### src/rtl/refresh_seq_pkg.sv
// Package: shared helpers and types for the refresh row sequencer.
// Assumes: callers pass positive counts to width helpers.
package refresh_seq_pkg;

    // Width of a counter that holds values 0..n-1, never less than one bit.
    function automatic int cnt_width(input int n);
        return (n > 1) ? $clog2(n) : 1;
    endfunction

    // State of the per-row timer.
    typedef enum logic {
        ROW_IDLE   = 1'b0,
        ROW_ACTIVE = 1'b1
    } row_phase_e;

endpackage

### src/rtl/refresh_row_timer.sv
// Module: refresh_row_timer
// Times one activate/precharge cycle of ROW_CYCLES clocks per row.
// A start in the final cycle of a row chains the next row with no gap.
// Assumes: start_row is only raised when the caller wants a new row.
module refresh_row_timer
    import refresh_seq_pkg::*;
#(
    parameter int ROW_CYCLES = 12
) (
    input  logic clk,
    input  logic rst_n,
    input  logic start_row,
    output logic busy,
    output logic row_last
);
    localparam int CNT_W = cnt_width(ROW_CYCLES);
    localparam logic [CNT_W-1:0] LAST_CNT = CNT_W'(ROW_CYCLES - 1);

    row_phase_e       phase;
    logic [CNT_W-1:0] cyc_cnt;

    // Phase and cycle counter: restart on a start, idle after the last cycle.
    always_ff @(posedge clk) begin
        if (!rst_n) begin
            phase   <= ROW_IDLE;
            cyc_cnt <= '0;
        end else if (start_row) begin
            phase   <= ROW_ACTIVE;
            cyc_cnt <= '0;
        end else if (row_last) begin
            phase   <= ROW_IDLE;
            cyc_cnt <= '0;
        end else if (phase == ROW_ACTIVE) begin
            cyc_cnt <= cyc_cnt + 1'b1;
        end
    end

    // Outputs decoded from phase and count.
    always_comb begin
        busy     = (phase == ROW_ACTIVE);
        row_last = busy && (cyc_cnt == LAST_CNT);
    end
endmodule

### src/rtl/refresh_bundle_tracker.sv
// Module: refresh_bundle_tracker
// Tracks whether a bundle is open and how many of its rows are complete.
// It reports whether further rows are owed and pulses done after the last row.
// Assumes: row_last is high for exactly one cycle per completed row.
module refresh_bundle_tracker
    import refresh_seq_pkg::*;
#(
    parameter int ROWS_PER_BUNDLE = 8
) (
    input  logic clk,
    input  logic rst_n,
    input  logic ref_cmd,
    input  logic row_last,
    output logic rows_pending,
    output logic bundle_done
);
    localparam int IDX_W = cnt_width(ROWS_PER_BUNDLE);
    localparam logic [IDX_W-1:0] LAST_IDX = IDX_W'(ROWS_PER_BUNDLE - 1);

    logic             open_q;
    logic [IDX_W-1:0] row_idx;
    logic             accept;
    logic             final_row;

    // Command acceptance and final-row decode.
    always_comb begin
        accept       = ref_cmd && !open_q;
        final_row    = row_last && (row_idx == LAST_IDX);
        rows_pending = (open_q && !final_row) || accept;
    end

    // Bundle state: open on accept, count rows, close and pulse at the end.
    always_ff @(posedge clk) begin
        if (!rst_n) begin
            open_q      <= 1'b0;
            row_idx     <= '0;
            bundle_done <= 1'b0;
        end else begin
            bundle_done <= 1'b0;
            if (accept) begin
                open_q <= 1'b1;
            end
            if (final_row) begin
                open_q      <= 1'b0;
                row_idx     <= '0;
                bundle_done <= 1'b1;
            end else if (row_last) begin
                row_idx <= row_idx + 1'b1;
            end
        end
    end
endmodule

### src/rtl/refresh_addr_counter.sv
// Module: refresh_addr_counter
// Holds the global refresh row address. It advances only when a row
// completes, so a paused sequencer leaves it frozen. Wraps at TOTAL_ROWS.
// Assumes: TOTAL_ROWS >= 2.
module refresh_addr_counter
    import refresh_seq_pkg::*;
#(
    parameter int TOTAL_ROWS = 65536
) (
    input  logic                              clk,
    input  logic                              rst_n,
    input  logic                              advance,
    output logic [cnt_width(TOTAL_ROWS)-1:0]  addr
);
    localparam int ADDR_W = cnt_width(TOTAL_ROWS);
    localparam logic [ADDR_W-1:0] TOP_ADDR = ADDR_W'(TOTAL_ROWS - 1);

    // Gated incrementer with wrap at the last row.
    always_ff @(posedge clk) begin
        if (!rst_n) begin
            addr <= '0;
        end else if (advance) begin
            addr <= (addr == TOP_ADDR) ? '0 : addr + 1'b1;
        end
    end
endmodule

### src/rtl/refresh_row_seq.sv
// Module: refresh_row_seq (top)
// Refreshes a bundle of rows per refresh command, one row at a time.
// Refresh enable low pauses at the next row boundary. The bundle resumes at
// the held address once enable returns. Nothing is sent back to the controller
// beyond the status outputs.
// Assumes: ROWS_PER_BUNDLE in {1,2,4,8}, ROW_CYCLES >= 1, TOTAL_ROWS >= 2.
module refresh_row_seq
    import refresh_seq_pkg::*;
#(
    parameter int ROWS_PER_BUNDLE = 8,
    parameter int ROW_CYCLES      = 12,
    parameter int TOTAL_ROWS      = 65536
) (
    input  logic                             clk,
    input  logic                             rst_n,
    input  logic                             ref_cmd,
    input  logic                             ref_en,
    output logic [cnt_width(TOTAL_ROWS)-1:0] row_addr,
    output logic                             row_act,
    output logic                             busy,
    output logic                             bundle_done
);
    logic rows_pending;
    logic row_last;
    logic start_row;

    // Row start: enabled, rows owed, and the timer free or finishing this cycle.
    always_comb begin
        start_row = ref_en && rows_pending && (!busy || row_last);
    end

    // Activate strobe registered so it lines up with the first busy cycle.
    always_ff @(posedge clk) begin
        if (!rst_n) begin
            row_act <= 1'b0;
        end else begin
            row_act <= start_row;
        end
    end

    refresh_row_timer #(
        .ROW_CYCLES(ROW_CYCLES)
    ) u_timer (
        .clk      (clk),
        .rst_n    (rst_n),
        .start_row(start_row),
        .busy     (busy),
        .row_last (row_last)
    );

    refresh_bundle_tracker #(
        .ROWS_PER_BUNDLE(ROWS_PER_BUNDLE)
    ) u_bundle (
        .clk         (clk),
        .rst_n       (rst_n),
        .ref_cmd     (ref_cmd),
        .row_last    (row_last),
        .rows_pending(rows_pending),
        .bundle_done (bundle_done)
    );

    refresh_addr_counter #(
        .TOTAL_ROWS(TOTAL_ROWS)
    ) u_addr (
        .clk    (clk),
        .rst_n  (rst_n),
        .advance(row_last),
        .addr   (row_addr)
    );
endmodule

### config.mk
export PLATFORM = sky130hd
export DESIGN_NAME = refresh_row_seq
export DESIGN_NICKNAME = d
export VERILOG_FILES = /design/src/rtl/refresh_seq_pkg.sv /design/src/rtl/refresh_row_timer.sv /design/src/rtl/refresh_bundle_tracker.sv /design/src/rtl/refresh_addr_counter.sv /design/src/rtl/refresh_row_seq.sv
export SDC_FILE = /design/constraint.sdc
export NUM_CORES = 1
export LEC_CHECK = 0
export ABC_AREA = 1
export BUFFER_PORTS_ARGS = -buffer_cell sky130_fd_sc_hd__buf_2
export CORE_MARGIN = 5
export CORE_UTILIZATION = 30
export DETAILED_ROUTE_END_ITERATION = 10
export HOLD_SLACK_MARGIN = 0.06
export MAX_ROUTING_LAYER = met4
export PLACE_DENSITY = 0.54
export SYNTH_ARGS = -nofsm -noshare
export SYNTH_HDL_FRONTEND = slang
export SYNTH_SLANG_ARGS = --single-unit
### constraint.sdc
create_clock -name clk -period 4.4 [get_ports clk]
set_clock_uncertainty 0.15 [all_clocks]
set_input_delay 0.44 -clock clk [delete_from_list [all_inputs] [get_ports clk]]
set_output_delay 0.44 -clock clk [all_outputs]
set_load 0.02 [all_outputs]
## After elaboration in Yosys (flattened, before gate mapping)

Cells that the tools add are included.

| word-level totals | value |
|---|---|
| register bits | 27 |
| word-level logic and storage cells | 32 |
| output and inout bits | 19 |

| operators by class | value |
|---|---|
| eq/ne operators | 3 |
| reduce and logical (&&, ||, !) cells | 14 |
| add/subtract/negate cells | 3 |
| bitwise logic cells | 1 |
| muxes and demuxes | 4 |

Operators by type and width:

| kind | number |
|---|---|
| $add A16 B1 Y16 const B | 1 |
| $eq A16 B16 Y1 const B | 1 |
| $mux W16 | 1 |
| $logic_and A1 B1 Y1 | 6 |
| $add A4 B1 Y4 const B | 1 |
| $eq A4 B4 Y1 const B | 1 |
| $add A3 B1 Y3 const B | 1 |
| $eq A3 B3 Y1 const B | 1 |
| $logic_not A1 Y1 | 3 |
| $mux W1 | 3 |
| $reduce_or A3 Y1 | 1 |
| $logic_or A1 B1 Y1 | 2 |
| $reduce_bool A2 Y1 | 1 |
| $reduce_or A2 Y1 | 1 |
| $not A1 Y1 | 1 |

## Depth between registers and ports, before layout

| depth | value |
|---|---|
| word-level depth | 9 |
| gate-level depth with buffers | 9 |
| depth with buffers taken out | 9 |

## Cells and area by module

Synthesis repeated with hierarchy kept, for this count alone.

| second synthesis, totals | value |
|---|---|
| cell total of the unflattened synthesis | 203 |
| area total of the unflattened synthesis | 1387.6 um^2 |

By module, submodules not included:

| module | seq. area each (um^2) | cells an instance | area each (um^2) | instances |
|---|---|---|---|---|
| refresh_addr_counter | 320.3 | 134 | 859.6 | 1 |
| refresh_row_timer | 100.1 | 33 | 261.5 | 1 |
| refresh_bundle_tracker | 100.1 | 27 | 211.5 | 1 |
| refresh_row_seq | 20.0 | 9 | 55.1 | 1 |

## Worst setup path after synthesis

No wires, ideal clock.

| timing path | value |
|---|---|
| path kind | register to register |
| from | register u_addr.addr[0] |
| to | register u_addr.addr[15] |
| data arrival time | 1.369 ns |
| setup slack | 2.760 ns |
| library setup time | 0.121 ns |
| cell stages (with the launch flop) | 7 |
| period minus slack after synthesis | 1.640 ns |
| cell sequence | dfxtp_1 -> ha_1 -> nand3_1 -> nor2_2 -> nand4_1 -> o21bai_4 -> nor2_1 |

| between the ends | value |
|---|---|
| longest elaborated chain between the ends | 2 |

Ends and longest elaborated chain:

| item | line | text |
|---|---|---|
| from (decl) | refresh_addr_counter.sv:13 | `output logic [cnt_width(TOTAL_ROWS)-1:0] addr` |
| from (signal assigned) | refresh_addr_counter.sv:23 | `addr <= (addr == TOP_ADDR) ? '0 : addr + 1'b1;` |
| $add A16 B1 Y16 or $eq A16 B16 Y1 (tied branches) | refresh_addr_counter.sv:23 |  |
| $mux W16 (*) | refresh_addr_counter.sv:23 |  |

Mark *: on every way between the ends. The rest lies on a longest branch, timed or not.
A chain may end at the register's enable or synchronous reset.

## Final worst setup path

| timing path | value |
|---|---|
| from | register u_timer.cyc_cnt[0] |
| to | register u_addr.addr[13] |

| between the ends | value |
|---|---|
| longest elaborated chain between the ends | 2 |

Ends and longest elaborated chain:

| item | line | text |
|---|---|---|
| from (decl) | refresh_row_timer.sv:20 | `logic [CNT_W-1:0] cyc_cnt;` |
| from (signal assigned) | refresh_row_timer.sv:34 | `cyc_cnt <= cyc_cnt + 1'b1;` |
| $eq A4 B4 Y1 | refresh_row_timer.sv:41 | `row_last = busy && (cyc_cnt == LAST_CNT);` |
| $logic_and A1 B1 Y1 | refresh_row_timer.sv:41 |  |

Every way passes these cells.

==> impl_metrics.csv <==
group,metric,value,unit
worst_setup_path,startpoint,"u_timer.cyc_cnt[0]",
cells_and_area,area_delta_synth_final,14.58,%
logic_synthesis,ys_seq_area_frac,0.3985,
worst_hold_path,hold_path_class,"primary input to flip-flop",
routing,wl_per_cell,10.72,um
global_route,busiest_layer,"met2",
cells_and_area,final_common_cell,"nand2_1",
routing,drt_iter0_drc,79,
sta,final.setup.tns,0,ns
placed_design,post-dp-hpwl,2.200,mm
worst_setup_path,setup.worst_path.end_class,"flip-flop",
clock_tree,post_cts_resize_count,0,
global_route,grt_pass1_wl,4.926,mm
floorplan,initial_core_util,0.3094,
logic_synthesis,syn_inst,189,
logic_synthesis,postSynthAreaPerCell,7.176,um^2
routing,via_count,1194,
clock_tree,cts_tree,"done",
global_route,grt_max_degree,18,
logic_synthesis,ys_ff_latch,27,
global_route,use_met1,0.1339,
worst_setup_path,critPathLaunchType,"flip-flop",
clock_tree,post-cts-setup-buffer-count,0,
global_route,antenna_found_initial,0,
logic_synthesis,syn-cell-area,1356,um^2
job,drv_cap,0,
outcome,outcome,"finished, final reports clean",
floorplan,rows,24,
clock_tree,clock_latency,0.27,ns
floorplan,die_area,5966,um^2
sta,worst_pin_slew,0.4064,ns
placed_design,io_buffers,22,
clock_tree,clkTransAtPathRegs,0.09,ns
global_route,track_usage,0.1024,
clock_tree,hold_buffers,0,
placed_design,place.gp.congestion,0.7832,
logic_synthesis,yosysTopAreaCell,"dfxtp_1",
cells_and_area,most-common-layout-cells,"nand2_1, nor2_1, dfxtp_1, buf_2, inv_1",
sta,slew_violations,0,
cells_and_area,antenna_cells,0,
worst_setup_path,cp_max_fo,17,
sta,grt_setup_unrepaired,"no",
worst_setup_path,crit_required,4.42,ns
worst_setup_path,critPathKind,"flip-flop to flip-flop",
global_route,met2_usage,0.1507,
floorplan,io_pins,23,
logic_synthesis,synth_cell_types,22,
sta,min_period,1.706,ns
floorplan,die_w,77.24,um
sta,setup_viol,0,
worst_setup_path,r2r_start,"u_timer.cyc_cnt[0]",
floorplan,die_h,77.24,um
clock_tree,cts_root_buffer,"clkbuf_8",
logic_synthesis,netlist_top_cells_area,"dfxtp_1, nand2_1, nor2_1, nand3_1, inv_1",
worst_setup_path,reg2reg_setup_slack,2.69,ns
clock_tree,clk_path_buf_depth,2,
sta,finalHoldViolCount,0,
sta,slew_headroom,0.7283,
routing,drt_wl_total,2.830,mm
pwr,p_per_area,261.3,nW/um^2
sta,fmax,586.3,MHz
clock_tree,cts_buffers,3,
routing,drt-pass1-iter-count,4,
routing,viasPerCell,4.523,
routing,drc,0,
floorplan,coreArea,4384,um^2
global_route,globalRoute.totalOverflow,0,
worst_setup_path,reg2reg_depth,8,
cells_and_area,nets,221,
worst_setup_path,cp-endpoint,"u_addr.addr[13]",
global_route,grt_use_met3,0.02108,
worst_setup_path,reg2reg_to,"u_addr.addr[13]",
cells_and_area,drive_above_1_share,0.1792,
logic_synthesis,synth_top_area_frac,0.3985,
logic_synthesis,ys_warn_count,0,
clock_tree,cts.sinks,27,
cells_and_area,utilization,0.3545,
pwr,vdd_drop_max,91.99,uV
global_route,first_global_vias,1088,
worst_setup_path,critPathArrivalTime,1.72,ns
logic_synthesis,syn_nets,197,
sta,post-route-period-util,0.3876,
pwr,p_leak,0.0006483,uW
routing,detail-route-antenna-nets,0,
clock_tree,htree_levels,1,
==> routing by layer <==
layer | vias to the layer above | routed length [um]
li1 | 651 | -
met1 | 520 | 1440
met2 | 18 | 1235
met3 | 5 | 97
met4 | 0 | 56
met5 | - | 0
==> cells by family after synthesis <==
kind of cell    synth area share
flops                     0.3985
simple gates              0.3764
buf+inv                  0.06365
compound gates           0.07287
xor+xnor                 0.05166
fa+ha+maj                0.03690
==> area by class of cell <==
type,count,area (um^2)
clock buffers,4,45.04
fillers,486,2830
inverters,17,63.81
multi-input cells,142,729.5
flip-flops and latches,27,540.5
well taps,52,65.06
repair buffers,22,110.1
==> critical path: stages, from the launching register on <==
cell and delay (ns):
dfxtp_1 0.38, ha_1 0.21, nand2_2 0.11, nor2_8 0.30, nand3_2 0.17, nor2_1 0.12, nand2_1 0.05, nand2_1 0.07
nor2_1 0.04
==> state kept, by name, summed over array words and instances, names as in the netlist <==
register and count:
row_act 1, u_addr.addr 16, u_bundle.bundle_done 1, u_bundle.open_q 1, u_bundle.row_idx 3, u_timer.busy 1
u_timer.cyc_cnt 4
==> synthesized netlist by cell type (all sizes together) <==
| cell type | instances |
|---|---|
| o21bai | 5 |
| dfxtp | 27 |
| buf | 2 |
| clkbuf | 1 |
| o21ai | 1 |
| nand3 | 14 |
| nor2 | 40 |
| xor2 | 5 |
| nand2 | 51 |
| inv | 17 |
| ha | 4 |
| xnor2 | 3 |
| or2 | 3 |
| a21oi | 9 |
| nand4 | 7 |
==> power by group <==
group          total, uW  internal, uW  switching [uW]
Clock                140          64.8            74.7
Combinational       16.5          6.42            10.1
Sequential           250           247            2.92
==> per-stage QoR <==
step	hold slack [ns]	setup slack (ns)	area [um^2]	std cells	total power, uW
finish	0.2687	2.694	1554	264	406.1
floorplan	0.2946	2.760	1356	189	268.1
detailed placement	0.3124	2.683	1509	260	272.7
CTS	0.2703	2.668	1554	264	412.7
global placement	0.3165	2.678	1509	260	272.7
global route	0.2911	2.532	1554	264	426.3
==> how the worst min path moves through the flow <==
| stage | start | end | slack [ns] | cells after the start |
|---|---|---|---|---|
| floorplan | u_bundle.row_idx[1] | u_bundle.row_idx[1] | 0.29 | 2 |
| global placement | u_bundle.row_idx[2] | u_bundle.row_idx[2] | 0.32 | 2 |
| detailed placement | u_bundle.row_idx[1] | u_bundle.row_idx[1] | 0.31 | 2 |
| CTS | rst_n | u_addr.addr[12] | 0.27 | 3 |
| global route | rst_n | u_addr.addr[12] | 0.29 | 3 |
| finish | rst_n | u_addr.addr[12] | 0.27 | 3 |
Power figures use the tool's default switching activity.
